### config.mk
export PLATFORM = sky130hd
export DESIGN_NAME = raster_timing_gen
export DESIGN_NICKNAME = d
export VERILOG_FILES = /design/src/rtl/rtg_pkg.sv /design/src/rtl/rtg_regs.sv /design/src/rtl/rtg_pixdiv.sv /design/src/rtl/rtg_axis.sv /design/src/rtl/raster_timing_gen.sv
export SDC_FILE = /design/constraint.sdc
export NUM_CORES = 1
export LEC_CHECK = 0
export ABC_CLOCK_PERIOD_IN_PS = 7650
export BUFFER_PORTS_ARGS = -buffer_cell sky130_fd_sc_hd__buf_2
export CORE_UTILIZATION = 57
export CTS_CLUSTER_DIAMETER = 100
export CTS_CLUSTER_SIZE = 20
export DETAILED_ROUTE_END_ITERATION = 16
export GPL_TIMING_DRIVEN = 0
export PLACE_DENSITY = 0.75
export SETUP_SLACK_MARGIN = 0.02
export SYNTH_ARGS = -nofsm -noshare
export SYNTH_HDL_FRONTEND = slang
export SYNTH_SLANG_ARGS = --single-unit
### constraint.sdc
create_clock -name clk -period 7.65 [get_ports clk]
set_input_delay 1.53 -clock clk [delete_from_list [all_inputs] [get_ports clk]]
set_output_delay 1.53 -clock clk [all_outputs]
set_load 0.01 [all_outputs]
### src/rtl/rtg_pkg.sv
package rtg_pkg;
  localparam int H_W = 9;
  localparam int V_W = 11;

  typedef struct packed {
    logic [H_W-1:0] h_tot;
    logic [H_W-1:0] h_bb;
    logic [H_W-1:0] h_be;
    logic [H_W-1:0] h_db;
    logic           h_half;
    logic [H_W-1:0] h_de;
    logic [H_W-1:0] h_ss;
    logic [V_W-1:0] v_tot;
    logic [V_W-1:0] v_bb;
    logic [V_W-1:0] v_be;
    logic [V_W-1:0] v_db;
    logic [V_W-1:0] v_de;
    logic [V_W-1:0] v_ss;
    logic           hpol;
    logic           vpol;
    logic           dbl;
    logic           ilace;
    logic [1:0]     psel;
  } rtg_cfg_t;

  typedef enum logic [3:0] {
    A_HTOT = 4'd0,  A_HBB = 4'd1,  A_HBE = 4'd2,  A_HDB = 4'd3,
    A_HDE  = 4'd4,  A_HSS = 4'd5,
    A_VTOT = 4'd8,  A_VBB = 4'd9,  A_VBE = 4'd10, A_VDB = 4'd11,
    A_VDE  = 4'd12, A_VSS = 4'd13,
    A_CTRL = 4'd14, A_MODE = 4'd15
  } rtg_addr_e;
endpackage

### src/rtl/rtg_regs.sv
module rtg_regs
  import rtg_pkg::*;
#(
  parameter int AW = 4,
  parameter int DW = 16
) (
  input  logic          clk,
  input  logic          rst_n,
  input  logic          wr_en,
  input  logic [AW-1:0] wr_addr,
  input  logic [DW-1:0] wr_data,
  output rtg_cfg_t      cfg
);
  always_ff @(posedge clk) begin
    if (!rst_n) begin
      cfg <= '0;
    end else if (wr_en) begin
      case (wr_addr)
        A_HTOT: cfg.h_tot <= wr_data[H_W-1:0];
        A_HBB:  cfg.h_bb  <= wr_data[H_W-1:0];
        A_HBE:  cfg.h_be  <= wr_data[H_W-1:0];
        A_HDB: begin
          cfg.h_db   <= wr_data[H_W-1:0];
          cfg.h_half <= wr_data[H_W];
        end
        A_HDE:  cfg.h_de  <= wr_data[H_W-1:0];
        A_HSS:  cfg.h_ss  <= wr_data[H_W-1:0];
        A_VTOT: cfg.v_tot <= wr_data[V_W-1:0];
        A_VBB:  cfg.v_bb  <= wr_data[V_W-1:0];
        A_VBE:  cfg.v_be  <= wr_data[V_W-1:0];
        A_VDB:  cfg.v_db  <= wr_data[V_W-1:0];
        A_VDE:  cfg.v_de  <= wr_data[V_W-1:0];
        A_VSS:  cfg.v_ss  <= wr_data[V_W-1:0];
        A_CTRL: begin
          cfg.hpol <= wr_data[0];
          cfg.vpol <= wr_data[1];
        end
        A_MODE: begin
          cfg.dbl   <= wr_data[0];
          cfg.ilace <= wr_data[1];
          cfg.psel  <= wr_data[3:2];
        end
        default: ;
      endcase
    end
  end
endmodule

### src/rtl/rtg_pixdiv.sv
module rtg_pixdiv #(
  parameter int SEL_W = 2,
  parameter int CNT_W = 2
) (
  input  logic             clk,
  input  logic             rst_n,
  input  logic             ce,
  input  logic [SEL_W-1:0] sel,
  output logic             tick
);
  logic [CNT_W-1:0] cnt;
  logic [CNT_W-1:0] lim;
  logic             halt;

  always_comb begin
    halt = 1'b0;
    case (sel)
      2'b00:   lim = CNT_W'(3);
      2'b01:   lim = CNT_W'(1);
      2'b10:   lim = '0;
      default: begin lim = '0; halt = 1'b1; end
    endcase
  end

  assign tick = ce && !halt && (cnt >= lim);

  always_ff @(posedge clk) begin
    if (!rst_n || halt)  cnt <= '0;
    else if (tick)       cnt <= '0;
    else if (ce)         cnt <= cnt + 1'b1;
  end


  div4_gap_chk: assert property (@(posedge clk) disable iff (!rst_n)
    (tick && sel == 2'b00 && $stable(sel)) |=> !tick);

  halt_chk: assert property (@(posedge clk) disable iff (!rst_n)
    (sel == 2'b11) |-> !tick);
endmodule

### src/rtl/rtg_axis.sv
module rtg_axis #(
  parameter int W = 9
) (
  input  logic         clk,
  input  logic         rst_n,
  input  logic         adv,
  input  logic [W-1:0] total,
  input  logic [W-1:0] bb,
  input  logic [W-1:0] be,
  input  logic [W:0]   db,
  input  logic [W-1:0] de,
  input  logic [W-1:0] ss,
  output logic [W-1:0] cnt,
  output logic         at_end,
  output logic         bwin,
  output logic         dwin,
  output logic         sact,
  output logic         s_eq
);
  assign at_end = (cnt >= total);

  always_ff @(posedge clk) begin
    if (!rst_n)      cnt <= '0;
    else if (adv)    cnt <= at_end ? '0 : cnt + 1'b1;
  end

  assign bwin = (cnt >= bb) && (cnt < be);
  assign dwin = ({1'b0, cnt} >= db) && (cnt < de);
  assign sact = (cnt >= ss);
  assign s_eq = (cnt == ss);


  hold_chk: assert property (@(posedge clk) disable iff (!rst_n)
    !adv |=> $stable(cnt));

  wrap_chk: assert property (@(posedge clk) disable iff (!rst_n)
    (adv && cnt >= total) |=> (cnt == '0));
endmodule

### src/rtl/raster_timing_gen.sv
module raster_timing_gen
  import rtg_pkg::*;
#(
  parameter int AW = 4,
  parameter int DW = 16
) (
  input  logic           clk,
  input  logic           rst_n,
  input  logic           pix_ce,
  input  logic           wr_en,
  input  logic [AW-1:0]  wr_addr,
  input  logic [DW-1:0]  wr_data,
  output logic           hsync,
  output logic           vsync,
  output logic           border_en,
  output logic           display_en,
  output logic           line_fetch,
  output logic [H_W-1:0] h_count,
  output logic [V_W-1:0] v_count
);
  localparam logic [H_W:0] ZERO_EXT = '0;

  rtg_cfg_t cfg;
  logic     tick;
  logic     h_end, v_end, h_bw, v_bw, h_dw, v_dw, h_sa, v_sa, h_seq, v_seq;
  logic     v_adv, field;
  logic [H_W-1:0] h_half;
  logic [H_W:0]   h_db_eff;
  logic [V_W:0]   v_db_ext;
  logic     vs_act;

  rtg_regs #(.AW(AW), .DW(DW)) u_regs (
    .clk(clk), .rst_n(rst_n), .wr_en(wr_en), .wr_addr(wr_addr),
    .wr_data(wr_data), .cfg(cfg));

  rtg_pixdiv u_div (
    .clk(clk), .rst_n(rst_n), .ce(pix_ce), .sel(cfg.psel), .tick(tick));

  assign h_half   = cfg.h_tot >> 1;
  assign h_db_eff = {1'b0, cfg.h_db} + (cfg.h_half ? {1'b0, h_half} : ZERO_EXT);
  assign v_db_ext = {1'b0, cfg.v_db};
  assign v_adv    = tick && h_end;

  rtg_axis #(.W(H_W)) u_h (
    .clk(clk), .rst_n(rst_n), .adv(tick), .total(cfg.h_tot),
    .bb(cfg.h_bb), .be(cfg.h_be), .db(h_db_eff), .de(cfg.h_de),
    .ss(cfg.h_ss), .cnt(h_count), .at_end(h_end), .bwin(h_bw),
    .dwin(h_dw), .sact(h_sa), .s_eq(h_seq));

  rtg_axis #(.W(V_W)) u_v (
    .clk(clk), .rst_n(rst_n), .adv(v_adv), .total(cfg.v_tot),
    .bb(cfg.v_bb), .be(cfg.v_be), .db(v_db_ext), .de(cfg.v_de),
    .ss(cfg.v_ss), .cnt(v_count), .at_end(v_end), .bwin(v_bw),
    .dwin(v_dw), .sact(v_sa), .s_eq(v_seq));

  always_ff @(posedge clk) begin
    if (!rst_n || !cfg.ilace)  field <= 1'b0;
    else if (v_adv && v_end)   field <= !field;
  end

  always_comb begin
    if (field) vs_act = (v_sa && !v_seq) || (v_seq && h_count >= h_half);
    else       vs_act = v_sa;
  end

  assign hsync      = cfg.hpol ? h_sa   : !h_sa;
  assign vsync      = cfg.vpol ? vs_act : !vs_act;
  assign border_en  = h_bw && v_bw;
  assign display_en = h_dw && v_dw;
  assign line_fetch = (h_count == '0) && v_dw && (!cfg.dbl || !v_count[0]);


  field_flip_chk: assert property (@(posedge clk) disable iff (!rst_n)
    (cfg.ilace && v_adv && v_end && $stable(cfg.ilace)) |=> (field != $past(field)));

  dbl_even_chk: assert property (@(posedge clk) disable iff (!rst_n)
    (cfg.dbl && line_fetch) |-> !v_count[0]);

  disp_in_line_chk: assert property (@(posedge clk) disable iff (!rst_n)
    display_en |-> (h_count < cfg.h_de));
endmodule

== Yosys cells after proc, flatten, opt, wreduce, memory -nomap -nowiden ==
Index checks and enable logic that the tools add are counted.

* Flip-flop bits (word level): 150
* Latch bits: 0
* Bits in writable memories: 0
* Memory bits (read-only): 0
* Output and inout bits: 25
* Logic and storage cells: 109
* Memories kept: 0

* Add/subtract/negate cells: 4
* Multipliers: 0
* Div/mod/pow operators: 0
* $lt $le $gt $ge: 14
* Eq/ne operators: 16
* Shift operators: 0
* Muxes and demuxes: 8
* Bitwise operators: 0
* Reductions and logical operators: 45

{| class="wikitable"
|+ Operator list
! operator !! count
|-
| $ge 11x11->1 || 4
|-
| $eq 4x4->1 const B || 8
|-
| $reduce_and 2->1 || 14
|-
| $ge 9x9->1 || 3
|-
| $lt 11x11->1 || 2
|-
| $lt 9x9->1 || 2
|-
| $logic_and 1x1->1 || 14
|-
| $add 11x1->11 const B || 1
|-
| $eq 11x11->1 || 1
|-
| $mux 11 || 1
|-
| $add 9x8->10 || 1
|-
| $ge 9x10->1 || 1
|-
| $add 9x1->9 const B || 1
|-
| $ge 9x8->1 || 1
|-
| $logic_not 9->1 || 1
|-
| $mux 9 || 1
|-
| $eq 4x2->1 const B || 2
|-
| $eq 4x3->1 const B || 2
|-
| $logic_not 1->1 || 8
|-
| $mux 8 || 1
|-
| $eq 4x1->1 const B || 1
|-
| $logic_not 4->1 || 1
|-
| $logic_or 1x1->1 || 4
|-
| $mux 1 || 4
|-
| 8 further kinds || 8
|}

== Longest topological paths before layout ==
Gate-level depths: netlist of run 1.

* Word-level depth: 7
* Depth in mapped cells: 16
* Depth with buffers taken out: 16

== Modules after synthesis ==
From an unflattened synthesis of run 1, not the netlist that was laid out.

* Cells, all modules: 1061
* Area, all modules: 9361.5 um^2

{| class="wikitable"
|+ Modules (own cells, without submodules)
! module !! instances !! cells an instance !! area each (um^2)
|-
| rtg_regs || 1 || 448 || 4615.7
|-
| rtg_axis at u_v || 1 || 267 || 2063.2
|-
| rtg_axis at u_h || 1 || 224 || 1761.7
|-
| raster_timing_gen || 1 || 102 || 743.2
|-
| rtg_pixdiv || 1 || 20 || 177.7
|}

== Least setup slack after synthesis of run 1 ==
OpenSTA, ideal clock, no wires.

* Path kind: register to output
* Start: register u_regs.cfg[90] (netlist name)
* End: output port display_en
* Arrival time: 3.020 ns
* Data required time: 6.120 ns
* Setup slack: 3.100 ns
* Cell stages (with the launch flop): 17
* Path buffers: 0
* Path through: dfxtp_1 > and2_1 > ha_1 > inv_1 > fa_1 > nor2b_1 > o21ai_0 > nand2b_1 > a31oi_1 > nor2b_1 > xor2_1 > ha_1 > o21ai_0 > a21oi_1 > nor4_1 > or4_1 > a311oi_1

* Cells in the longest elaborated chain, start to end: 5

{| class="wikitable"
|+ RTL lines
! what !! RTL line !! RTL
|-
| $mux 8 || raster_timing_gen.sv:40 || <nowiki>assign h_db_eff = {1'b0, cfg.h_db} + (cfg.h_half ? {1'b0, h_half} : ZERO_EXT);</nowiki>
|-
| $add 9x8->10 || raster_timing_gen.sv:40 ||
|-
| $ge 9x10->1 || rtg_axis.sv:28 || <nowiki>assign dwin = ({1'b0, cnt} >= db) && (cnt < de);</nowiki>
|-
| $logic_and 1x1->1 || rtg_axis.sv:28 ||
|-
| $logic_and 1x1->1 || raster_timing_gen.sv:69 || <nowiki>assign display_en = h_dw && v_dw;</nowiki>
|-
| to (decl) || raster_timing_gen.sv:16 || <nowiki>output logic display_en,</nowiki>
|}

Every way passes these cells.

== Worst setup path after layout of run 1 ==
* Start: register u_regs.cfg[90] (netlist name)
* End: output port display_en

* Cells in the longest elaborated chain, start to end: 5

{| class="wikitable"
|+ RTL lines
! what !! RTL line
|-
| $mux 8 || raster_timing_gen.sv:40
|-
| $add 9x8->10 || raster_timing_gen.sv:40
|-
| $ge 9x10->1 || rtg_axis.sv:28
|-
| $logic_and 1x1->1 || rtg_axis.sv:28
|-
| $logic_and 1x1->1 || raster_timing_gen.sv:69
|}

Every way passes these cells.

==> results of run 1 <==
-- stage by stage --
| stage | total power [mW] | setup WS, ns | util, % | hold WS [ns] | instance area [sq um] |
|---|---|---|---|---|---|
| after floorplan | 0.890 | 3.10 | - | 0.436 | 9040 |
| after global placement | 0.934 | 2.66 | 62.1 | 0.442 | 9520 |
| after detailed placement | 0.936 | 2.67 | 62.1 | 0.447 | 9520 |
| after CTS | 1.79 | 2.19 | 66.0 | 0.456 | 10100 |
| after global routing | 1.84 | 1.87 | 66.0 | 0.473 | 10100 |
| final | 1.79 | 2.19 | 66.0 | 0.456 | 10100 |
-- area by class of cell --
cell class	instances	area, sq um
Clock buffer	19	443
Clock inverter	13	155
Inverter	113	424
Tap cell	211	264
Fill cell	1313	5200
Timing Repair Buffer	43	215
Buffer	39	156
Sequential cell	150	3000
Multi-Input combinational cell	741	5450
-- state kept, by name (all words and copies together) (netlist names) --
register / cells
field: 1
u_div.cnt: 2
u_regs.cfg: 127
u_h.cnt: 9
u_v.cnt: 11
-- worst min path at each step --
stage	start	slack, ns	to
2_1_floorplan	u_regs.cfg[18]	0.44	u_regs.cfg[18]
3_3_place_gp	u_regs.cfg[70]	0.44	u_regs.cfg[70]
3_5_place_dp	u_regs.cfg[71]	0.45	u_regs.cfg[71]
4_1_cts	u_regs.cfg[22]	0.46	u_regs.cfg[22]
5_1_grt	u_regs.cfg[65]	0.47	u_regs.cfg[65]
6_report	u_regs.cfg[66]	0.46	u_regs.cfg[66]
-- metal layers --
layer	vias up	track usage, %	wire length [microns]
met3	50	4.97	1280
li1	3722	-	-
met4	0	10.5	632
met1	3520	37.7	10400
met5	-	0	0
met2	216	52.3	11300
-- cells in the final DEF (no fill, tap or decap), types with 5 or more instances in the layout --
master     instances
a211oi_1           9
clkinv_2           5
nand2b_1          16
nand4_1           17
and3_1             6
ha_1             137
nand2_1           72
nor2b_1            8
nor2_1           143
o21ai_0           27
dfxtp_1          150
mux2i_1          104
nand3_1           16
xor2_1            15
nor3_1             7
a21oi_1           56
buf_2             51
and2_1             8
o21a_1             8
nor4_1             7
inv_1            113
a31oi_1            5
a21o_1             6
clkbuf_16         17
o211ai_1           7
clkbuf_1          31
-- cell families (layout without fill, tap and decap cells) --
kind of cell,count (synthesis),count (layout)
mux,104,104
xor+xnor,19,19
flops,150,150
simple gates,322,322
compound gates,158,158
buf+inv,152,227
fa+ha+maj,138,138
-- cell usage after synthesis (9+ instances only) --
cell type  instances  share of area [%]
nand2_1           72                3.0
a211oi_1           9               0.75
xor2_1            15                1.5
nand3_1           16               0.89
nand4_1           17                1.2
inv_1            113                4.7
o21ai_0           27                1.5
clkbuf_1          30                1.2
a21oi_1           56                3.1
nor2_1           143                5.9
mux2i_1          104                 12
ha_1             137                 19
nand2b_1          16                1.1
dfxtp_1          150                 33
-- worst min-delay path, delay by kind of cell (launching register included) --
family	cells	cell delay, ns
AO/OA/AOI/OAI	1	0.05
flip-flops	1	0.31
AND/OR/NAND/NOR	1	0.05
-- power groups by stage --
stage          clock [mW]  sequential, mW  combinational, mW
6_report            0.865           0.798              0.124
5_1_grt             0.907           0.798              0.134
4_1_cts             0.866           0.797              0.122
3_5_place_dp            0           0.815              0.121
3_3_place_gp            0           0.814              0.120
2_1_floorplan           0           0.813             0.0767
==> summary.md, run 1 <==
| Metric | Value |
|---|---|
| Initial detailed-routing violation count | between 500 and 600 |
| Final-stage net count | around 1.3k |
| H-tree levels | 4 |
| Transition time at the pin with the least slew margin | approximately 1.0 ns |
| Share of the synthesized area in compound gates (AO/OA/AOI/OAI) | 11.4% |
| Number of I/O port buffers | 43 |
| Area added between synthesis and finish | 11.9% |
| Peak VDD IR | about 0.00018 V |
| Congestion Overflow GR | 0 |
| Number of buffers inserted by hold repair at cts | 0 |
| Maximum number of pins on one net before global-route repair | 17 |
| Clk slew on worst S/H paths | 0.06 ns |
| Cell area after technology mapping | around 9000 sq um |
| Maximum buffer depth of the clock tree | 2 |
| Endpoints failing setup | 0 |
| Post-route non-filler standard cell count | roughly 1.3k |
| Boundary pin count | between 40 and 50 |
| Unrepaired setup endpoints after global routing | no |
| Classification of the worst-slack hold path | register to register |
| Biggest fanout along the worst timing path | 9 |
| Cell count after synthesis | roughly 1.0k |
| Outcome | complete, no violations |
| Global routing usage summed across all routing layers | between 30% and 40% |
| Combinational family with the most area after synthesis | adder cells |
| Seq cells post-synth | 150 |
| Final wirelength | between 20000 and 25000 microns |
| Endpoint of the most critical setup path | display_en |
| Number of enable flip-flop cells after synthesis | 0 |
| Vias after detailed routing | ~7.5k |
| Dpl cells | around 1.3k |
| Crit Reg-Reg Endpoint | u_v.cnt[2] |
| Standard cell with the maximum stage delay on the critical path | or4_1 |
| Worst Setup End Kind | primary output |
| Initial cell density of the core | approximately 59% |
| Total internal power | roughly 1.4 mW |
| Setup clock skew after layout | between 0.006 and 0.007 ns |
| Worst slew slack as a fraction of its limit | about a third |
| Maxcap violations | 0 |
| Number of clock buffers inserted by TritonCTS | 17 |
| Reg2reg setup slack | just under 5 ns |
| DRT antenna net count | 0 |
| Share of final-layout standard cells stronger than drive strength 1 | 8.23% |
| Synth unique cells | 60 |
| Prevailing post-synth register cell | dfxtp_1 |
| Sequential cell area fraction in the yosys report | 33.2% |
| Mux contribution to synthesized area | 11.5% |
| Worst flop-to-flop path startpoint | u_v.cnt[0] |
| Hold violation count in the final report | 0 |
| WP data arrival | around 3.9 ns |
| Required time at the worst-slack endpoint | between 6 and 7 ns |
| Number of pins exceeding their max-slew limit in the final report | 0 |
| Static Leakage | roughly 4.3 nW |
| Net Count, Synth | around 1.2k |
| Total negative slack | 0 ns |
| Worst-path cell chain | and2_1, ha_1, inv_1, fa_1, nor2b_1, o21ai_0, nand2b_1, a31oi_1, nor2b_1, xor2_1, ha_1, o21ai_0, a21oi_1, nor4_1, or4_1, a311oi_1, buf_2 |
| Part of the total power dissipated in combinational logic | under 10% |
| Floorplan core area | 15300 sq um |
| Worst Setup Start Kind | register |
| Root buffer cell | clkbuf_16 |
| Crit path buf inv count | 2 |
| Worst setup path start | u_regs.cfg[90] |
| Number of cell instances on the worst register-to-register path | 8 |
| Post-synthesis adder-cell area fraction | about a fifth |
| Reg power frac | between 40% and 50% |
| Final critical delay including setup and external delays | ~5.5 ns |
| Number of global-route vias before repair | approximately 7k |
| Count of standard-cell rows | between 40 and 50 |
| Sum of net half-perimeters after detailed placement | around 16000 microns |
| Final cycle utilization of the critical path | 71.3% |
| Number of sinks handled by clock tree synthesis | 150 |
| Area share of and/or/nand/nor cells after synthesis | ~16% |
| Part of the power in the clock network | between 40% and 50% |
| Vias per cell | between 5 and 6 |
| Pre-Repair DR Iteration Count | 5 |
| Die outline width | approximately 130 microns |
| Switching power | around 0.43 mW |
| Global-route wire length before repair | ~37000 microns |
| Global placer's final weighted congestion | 0.857 |
| Mean routed wirelength per cell | about 18 microns |
| Kind of cell adding the most delay to the critical path | simple AND/OR/NAND/NOR gates |
| Chip Height | ~130 microns |
| Total DRC errors in the routed layout | 0 |
| Xor and xnor area share after synthesis | under 10% |
| Antenna diodes | 0 |
| Number of buffers inserted to repair setup after CTS | 0 |
| Hold Path Stages | 2 |
| Cell count along the critical path | 17 |
| Worst setup path class | register to primary output |
| CTS tree | yes |
| Number of antenna violations at the first check in global routing | 0 |
| CP peak stage delay | roughly 0.48 ns |
| Async SR Flop Fraction | 0% |
| Synth warnings | 0 |
| Power per cell area | ~180 nW/um^2 |
| Fraction of power spent switching nets | around 24% |
| Skew-Pair Late Insertion Delay | 0.43 ns |
| Maximum clock frequency | between 150 and 200 MHz |
| Number of gates resized after cts | 0 |
| Die footprint | about 16000 sq um |
| Per-instance average area after synthesis | ~8.7 sq um |
Note: power is estimated with default switching activity, not from simulation.
==> run 2: changes to the inputs <==
Settings changed: ABC_AREA set to 1, ABC_CLOCK_PERIOD_IN_PS 7650 to 5050.
Clock period 7.65 ns to 5.05 ns, I/O delays scaled along.
==> run 2 against run 1 <==
Cell count rose by 14%. Synthesized cell count grew 18%. Clock power grew 43%. Wire length grew 5.4%. Largest cell class unchanged. Largest power group unchanged. Highest routed layer unchanged.
==> summary.md, run 2 <==
| Metric | Value |
|---|---|
| Maximum number of pins on one net before global-route repair | 17 (unchanged) |
| Floorplan core area | 15400 sq um (was 15300 sq um) |
| Share of the synthesized area in the top cell type | 33.0% (was 33.2%) |
| Mean routed wirelength per cell | 16.5 microns (was 17.8 microns) |
| H-tree levels | 4 (unchanged) |
| Dpl cells | 1480 (was 1297) |
| Congestion Overflow GR | 0 (unchanged) |
| Per-instance average area after synthesis | 7.43 sq um (was 8.66 sq um) |
| Global routing usage summed across all routing layers | 31.6% (was 30.1%) |
| Worst-path cell chain | clkbuf_1, nand2_1, inv_1, ha_1, inv_1, fa_1, o21ai_1, a21oi_1, nor2_1, nor2_1, xor2_1, ha_1, nand2_1, inv_1, nand4_1, nand2_1, nor2_1, nand2_1, a21oi_1, nor2_1, nand2_1, nor2_1, buf_2 (was and2_1, ha_1, inv_1, fa_1, nor2b_1, o21ai_0, nand2b_1, a31oi_1, nor2b_1, xor2_1, ha_1, o21ai_0, a21oi_1, nor4_1, or4_1, a311oi_1, buf_2) |
| Cell taking the most area after synthesis | dfxtp_1 (unchanged) |
| Cell types occupying the most area after synthesis | dfxtp_1, ha_1, a21oi_1, o21ai_0, inv_1 (was dfxtp_1, ha_1, mux2i_1, nor2_1, inv_1) |
| Die outline width | 128 microns (about the same) |
| Prevailing post-synth register cell | dfxtp_1 (unchanged) |
| Outcome | complete, no violations (unchanged) |
| Classification of the worst-slack hold path | register to register (unchanged) |
| WP data arrival | 3.66 ns (was 3.93 ns) |
| DRT antenna net count | 0 (unchanged) |
| Count of standard-cell rows | 45 (unchanged) |
| Die footprint | 16500 sq um (was 16400 sq um) |
| Global-route wire length before repair | 39300 microns (was 37200 microns) |
| Worst Setup End Kind | primary output (unchanged) |
| Number of antenna violations at the first check in global routing | 0 (unchanged) |
| Setup clock skew after layout | 0.00475 ns (was 0.00669 ns) |
| Power after layout | 2.74 mW (was 1.79 mW) |
| Maxcap violations | 0 (unchanged) |
| Boundary pin count | 49 (unchanged) |
| CP peak stage delay | 0.40 ns (was 0.48 ns) |
| Most common cell after layout, fill and taps aside | inv_1 (was dfxtp_1) |
| Cell count after synthesis | 1226 (was 1043) |
| Final critical delay including setup and external delays | between 4 and 5 ns |
| Endpoints failing setup | 0 (unchanged) |
| Pre-Repair DR Iteration Count | 6 (was 5) |
| Antenna diodes | 0 (unchanged) |
| Peak VDD IR | 0.000253 V (was 0.000175 V) |
| Cell area after technology mapping | 9110 sq um (was 9040 sq um) |
| Unrepaired setup endpoints after global routing | no (unchanged) |
| Final cycle utilization of the critical path | between 90 and 100% |
| Global placer's final weighted congestion | 0.861 (was 0.857) |
| Worst slew slack as a fraction of its limit | 41.3% (was 33.1%) |
| Clk slew on worst S/H paths | 0.06 ns (about the same) |
| Sum of net half-perimeters after detailed placement | 17500 microns (was 16100 microns) |
| Root buffer cell | clkbuf_16 (unchanged) |
| Most frequent cells in the layout | inv_1, a21oi_1, nand2_1, dfxtp_1, o21ai_0 (was dfxtp_1, nor2_1, ha_1, inv_1, mux2i_1) |
| Number of I/O port buffers | 43 (unchanged) |
| Vias after detailed routing | 8438 (was 7508) |
| Number of enable flip-flop cells after synthesis | 0 (unchanged) |
| Chip Height | 128 microns (about the same) |
| Number of clock buffers inserted by TritonCTS | 17 (unchanged) |
| Vias per cell | 5.58 (was 5.65) |
| Power per cell area | 270 nW/um^2 (was 177 nW/um^2) |
| Sequential cell area fraction in the yosys report | 33.0% (was 33.2%) |
| Seq cells post-synth | 150 (unchanged) |
| Number of global-route vias before repair | 7718 (was 7060) |
| Total DRC errors in the routed layout | 0 (unchanged) |
| Maximum clock frequency | approximately 210 MHz |
| Standard cell with the maximum stage delay on the critical path | fa_1 (was or4_1) |
| Synth unique cells | 44 (was 60) |
| Async SR Flop Fraction | 0% (unchanged) |
| Top cells by count, synth | inv_1, a21oi_1, nand2_1 (was dfxtp_1, nor2_1, ha_1) |
| Initial detailed-routing violation count | 615 (was 514) |
| Top Registers | u_regs.cfg x127, u_v.cnt x11, u_h.cnt x9 (unchanged) |
| CTS tree | yes (unchanged) |
| Final wirelength | 24900 microns (was 23600 microns) |
| Number of sinks handled by clock tree synthesis | 150 (unchanged) |
| Post-route non-filler standard cell count | 1512 (was 1329) |
| Total negative slack | 0 ns (unchanged) |
| Worst Setup Start Kind | register (unchanged) |
| Biggest fanout along the worst timing path | 9 (unchanged) |
| Static Leakage | 4.55 nW (was 4.30 nW) |
| Flip-flop count of the largest register after layout | 127 (unchanged) |
| Synth warnings | 0 (unchanged) |
| Share of final-layout standard cells stronger than drive strength 1 | 8.22% (was 8.23%) |
| Transition time at the pin with the least slew margin | 0.881 ns (was 1.00 ns) |
| Hold violation count in the final report | 0 (unchanged) |
| Worst hold slack | 0.455 ns (was 0.456 ns) |
| Net Count, Synth | 1388 (was 1205) |
| Final-stage net count | 1450 (was 1267) |
| Register bank with the most flops | u_regs.cfg (unchanged) |
| Most repeated cell in the gate-level netlist after synthesis | inv_1 (was dfxtp_1) |
| Skew-Pair Late Insertion Delay | 0.44 ns (was 0.43 ns) |
| Required time at the worst-slack endpoint | 4.04 ns (was 6.12 ns) |
| Filler cell count | 1402 (was 1313) |
| Initial cell density of the core | 59.2% (was 59.0%) |
| Number of buffers inserted by hold repair at cts | 0 (unchanged) |
| Number of pins exceeding their max-slew limit in the final report | 0 (unchanged) |
| Maximum buffer depth of the clock tree | 2 (unchanged) |
| Worst setup path class | register to primary output (unchanged) |
| Area added between synthesis and finish | 11.5% (was 11.9%) |
run 2: power breakdown:
| part | internal [mW] | switching (mW) |
|---|---|---|
| sequential | 1.21 | 0.0125 |
| combinational | 0.0928 | 0.188 |
| clock | 0.718 | 0.523 |
| total | 2.02 | 0.723 |
run 2: final timing paths:
| kind | start | to | slack, ns | cells after the start |
|---|---|---|---|---|
| max | u_regs.cfg[90] | display_en | 0.38 | 23 |
| min | u_regs.cfg[87] | u_regs.cfg[87] | 0.46 | 2 |
| max reg2reg | u_h.cnt[2] | u_h.cnt[1] | 2.71 | 8 |
| min reg2reg | u_regs.cfg[87] | u_regs.cfg[87] | 0.46 | 2 |
run 2: worst max-delay path: cells and delay by family, from the launching register on:
kind / cells / cell delay (ns)
buffers and inverters: 5 / 0.66
AOI/OAI and AO/OA: 3 / 0.43
DFF: 1 / 0.30
and+or+nand+nor: 11 / 0.77
xor gates and xnor gates: 1 / 0.15
adders and majority gates: 3 / 0.88
run 2: kinds of logic (layout without fill, tap and decap cells):
kind of cell | after synthesis | in the layout | share of synthesized area (%)
flops | 150 | 150 | 33.0
fa+ha+maj | 138 | 138 | 19.0
xor+xnor | 15 | 15 | 1.44
compound gates | 348 | 348 | 20.0
buf+inv | 227 | 302 | 9.73
simple gates | 348 | 348 | 16.8
run 2: what timing repair did:
item,4_1_cts,5_1_grt
resized for setup,0,1
setup endpoints to repair,0,1
setup buffers,0,0
run 2: layer usage:
metal,share of wire [%],GRT usage (%),vias up
met1,43,39.2,3884
met3,6.5,4.95,56
li1,-,-,4225
met2,47,53.9,273
met5,0,0,-
met4,3.3,14.5,0
run 2: area by class of cell:
class | instances | area, sq um | area share (%)
plain buffers | 44 | 194 | 1.91
clock buffers | 22 | 474 | 4.67
clock inverters | 10 | 97.6 | 0.961
inverters | 183 | 692 | 6.81
multi-input cells | 849 | 5220 | 51.4
flip-flops and latches | 150 | 3000 | 29.6
well taps | 211 | 264 | 2.60
repair buffers | 43 | 215 | 2.12
run 2: per-stage QoR:
step	worst slack (ns)	area (sq um)	util, %
after floorplan	1.22	9110	-
after global placement	0.804	9590	62.4
after detailed placement	0.774	9590	62.4
after CTS	0.306	10200	66.1
after global routing	0.0920	10200	66.1
final	0.385	10200	66.1
==> run 3: changes to the inputs <==
Settings changed: SYNTH_HIERARCHICAL set to 1.
==> run 3 against run 2 <==
Worst setup slack improved by 0.33 ns. Sequential power barely moved. Sequential cell count did not move. Die area rose by 10%. Area after synthesis rose by 10%. Clock skew rose by 0.0049 ns. Synthesized cell count rose by 24%. Critical path depth fell by 3. Critical endpoint unchanged. Largest cell class unchanged. Largest power group unchanged. Highest routed layer unchanged.
==> summary.md, run 3 <==
| Metric | Value |
|---|---|
| Outcome | complete, no violations (unchanged) |
| Power per cell area | 258 nW/um^2 (was 270 nW/um^2) |
| Number of cell instances on the worst register-to-register path | 15 (was 8) |
| CP peak stage delay | 0.41 ns (was 0.40 ns) |
| Vias after detailed routing | 9576 (was 8438) |
| Maximum number of pins on one net before global-route repair | 17 (unchanged) |
| Number of sinks handled by clock tree synthesis | 150 (unchanged) |
| Number of clock buffers inserted by TritonCTS | 17 (unchanged) |
| Most common cell after layout, fill and taps aside | nand2_1 (was inv_1) |
| Worst slew slack as a fraction of its limit | 38.7% (was 41.3%) |
| Number of global-route vias before repair | 8490 (was 7718) |
| Hold Path Stages | 2 (unchanged) |
| Cell count after synthesis | 1515 (was 1226) |
| Per-instance average area after synthesis | 6.63 sq um (was 7.43 sq um) |
| Final standard cell area without fillers | 11200 sq um (was 10200 sq um) |
| CTS tree | yes (unchanged) |
| Global-route wire length before repair | 42100 microns (was 39300 microns) |
| Maximum buffer depth of the clock tree | 2 (unchanged) |
| Standard cell with the maximum stage delay on the critical path | fa_1 (unchanged) |
| Initial detailed-routing violation count | 812 (was 615) |
| Crit path buf inv count | 6 (was 5) |
| Post-Route M1 WL | 11800 microns (was 10700 microns) |
| Synth warnings | 6 (was 0) |
| Cell count along the critical path | 20 (was 23) |
| Skew-Pair Late Insertion Delay | 0.43 ns (was 0.44 ns) |
| Number of pins exceeding their max-slew limit in the final report | 0 (unchanged) |
| H-tree levels | 4 (unchanged) |
| WP data arrival | 3.32 ns (was 3.66 ns) |
| Most common cell on crit path | nand2_1 |
| Congestion Overflow GR | 0 (unchanged) |
| Reg2reg setup slack | 2.31 ns (was 2.71 ns) |
| Die footprint | 18200 sq um (was 16500 sq um) |
| Most frequent cells in the layout | nand2_1, nor2_1, inv_1, dfxtp_1, ha_1 (was inv_1, a21oi_1, nand2_1, dfxtp_1, o21ai_0) |
| Mean routed wirelength per cell | 14.8 microns (was 16.5 microns) |
| Unrepaired setup endpoints after global routing | no (unchanged) |
| Number of buffers inserted by hold repair at cts | 0 (unchanged) |
| Register bank with the most flops | u_regs/cfg (was u_regs.cfg) |
| Static Leakage | 5.50 nW (was 4.55 nW) |
| Vias per cell | 5.28 (was 5.58) |
| Transition time at the pin with the least slew margin | 0.919 ns (was 0.881 ns) |
| Number of I/O port buffers | 42 (was 43) |
| Net Count, Synth | 1676 (was 1388) |
| Hold violation count in the final report | 0 (unchanged) |
| Top Registers | u_regs/cfg x127, u_v/cnt x11, u_h/cnt x9 (was u_regs.cfg x127, u_v.cnt x11, u_h.cnt x9) |
| Final critical delay including setup and external delays | 4.33 ns (was 4.67 ns) |
| Die outline width | 135 microns (was 128 microns) |
| Setup clock skew after layout | 0.00966 ns (was 0.00475 ns) |
| Number of antenna violations at the first check in global routing | 0 (unchanged) |
| Post-route non-filler standard cell count | 1814 (was 1512) |
| Initial cell density of the core | 58.3% (was 59.2%) |
| Power after layout | 2.87 mW (was 2.74 mW) |
| DRT antenna net count | 0 (unchanged) |
| Worst-case setup slack after placement | 1.20 ns (was 0.774 ns) |
| Area added between synthesis and finish | 11.0% (was 11.5%) |
| Worst Setup End Kind | primary output (unchanged) |
| Area after detailed placement | 10500 sq um (was 9590 sq um) |
| Number of buffers inserted to repair setup after CTS | 0 (unchanged) |
| Root buffer cell | clkbuf_16 (unchanged) |
| Worst-path cell chain | clkbuf_1, nand2_1, inv_1, ha_1, fa_1, nand3_1, nand2_1, a21oi_1, xor2_1, inv_1, ha_1, nand2_1, nor2_1, o211ai_1, nand4_1, nand2_1, inv_1, nand2_1, inv_1, buf_2 (was clkbuf_1, nand2_1, inv_1, ha_1, inv_1, fa_1, o21ai_1, a21oi_1, nor2_1, nor2_1, xor2_1, ha_1, nand2_1, inv_1, nand4_1, nand2_1, nor2_1, nand2_1, a21oi_1, nor2_1, nand2_1, nor2_1, buf_2) |
| Global routing usage summed across all routing layers | 30.4% (was 31.6%) |
| Required time at the worst-slack endpoint | 4.04 ns (about the same) |
| Number of gates resized after cts | 0 (unchanged) |
| Cell area after technology mapping | 10000 sq um (was 9110 sq um) |
| Total negative slack | 0 ns (unchanged) |
| Peak VDD IR | 0.000230 V (was 0.000253 V) |
| Uppermost layer routed | met4 (unchanged) |
| Final cycle utilization of the critical path | 85.8% (was 92.4%) |
| Maximum clock frequency | 231 MHz (was 214 MHz) |
| Final-stage net count | 1737 (was 1450) |
| Biggest fanout along the worst timing path | 8 (was 9) |
| Clk slew on worst S/H paths | 0.06 ns (about the same) |
| Classification of the worst-slack hold path | register to register (unchanged) |
| Global placer's final weighted congestion | 0.860 (was 0.861) |
| Boundary pin count | 49 (unchanged) |
| Total DRC errors in the routed layout | 0 (unchanged) |
| Pre-Repair DR Iteration Count | 5 (was 6) |
| Dpl cells | 1782 (was 1480) |
| Metal3 WL | 1920 microns (was 1630 microns) |
| Kind of cell adding the most delay to the critical path | adder cells (unchanged) |
| Final wirelength | 26900 microns (was 24900 microns) |
| Floorplan core area | 17200 sq um (was 15400 sq um) |
| Chip Height | 135 microns (was 128 microns) |
| Wire length on met2 | 12300 microns (was 11700 microns) |
| Antenna diodes | 0 (unchanged) |
| Endpoints failing setup | 0 (unchanged) |
| Worst Setup Slack, final | 0.719 ns (was 0.385 ns) |
| Maxcap violations | 0 (unchanged) |
| Flip-flop count of the largest register after layout | 127 (unchanged) |
| Sum of net half-perimeters after detailed placement | 18700 microns (was 17500 microns) |
| Share of final-layout standard cells stronger than drive strength 1 | 9.31% (was 8.22%) |
| Worst setup path class | register to primary output (unchanged) |
| Count of standard-cell rows | 48 (was 45) |
| Worst Setup Start Kind | register (unchanged) |
-- run 3: worst reg2reg max path, cell delays in order, from the launching register on --
cell and delay (ns):
dfxtp_1 0.75, ha_1 0.25, nand2_1 0.07, nor2_1 0.24, nand3_1 0.11, nand4_1 0.14
nand2_1 0.08, inv_1 0.15, buf_6 0.17, inv_4 0.04, nor2_4 0.11, inv_2 0.06
nor3_4 0.16, nand2_2 0.07, xor2_1 0.17, nor2_2 0.14
-- run 3: final timing paths --
path | end | start
setup / recovery | display_en | u_regs/cfg[90]
hold / removal | field | u_regs/cfg[2]
setup reg to reg | u_v/cnt[8] | u_h/cnt[8]
hold reg to reg | field | u_regs/cfg[2]
-- run 3: per-stage QoR --
stage | utilization [%] | hold slack [ns]
after floorplan | - | 0.415
after global placement | 61.1 | 0.431
after detailed placement | 61.1 | 0.432
after CTS | 64.7 | 0.445
after global routing | 64.7 | 0.471
final | 64.7 | 0.443
-- run 3: metal layers --
| layer | track usage [%] | vias to the layer above |
|---|---|---|
| li1 | - | 4830 |
| met1 | 40.2 | 4360 |
| met2 | 49.5 | 319 |
| met3 | 4.80 | 67 |
| met4 | 12.5 | 0 |
| met5 | 0 | - |
-- run 3: area by class of cell --
cell class              count  area, sq um
fillers                  1597         6080
multi-input cells        1090         5950
flip-flops and latches    150         3000
inverters                 226          851
clock buffers              19          433
well taps                 225          282
plain buffers              49          243
repair buffers             42          210
clock inverters            13          181
-- run 3: report_power, final --
group	switching [mW]	total, mW	internal (mW)
Sequential	0.0163	1.22	1.21
Combinational	0.215	0.318	0.103
Clock	0.508	1.33	0.824
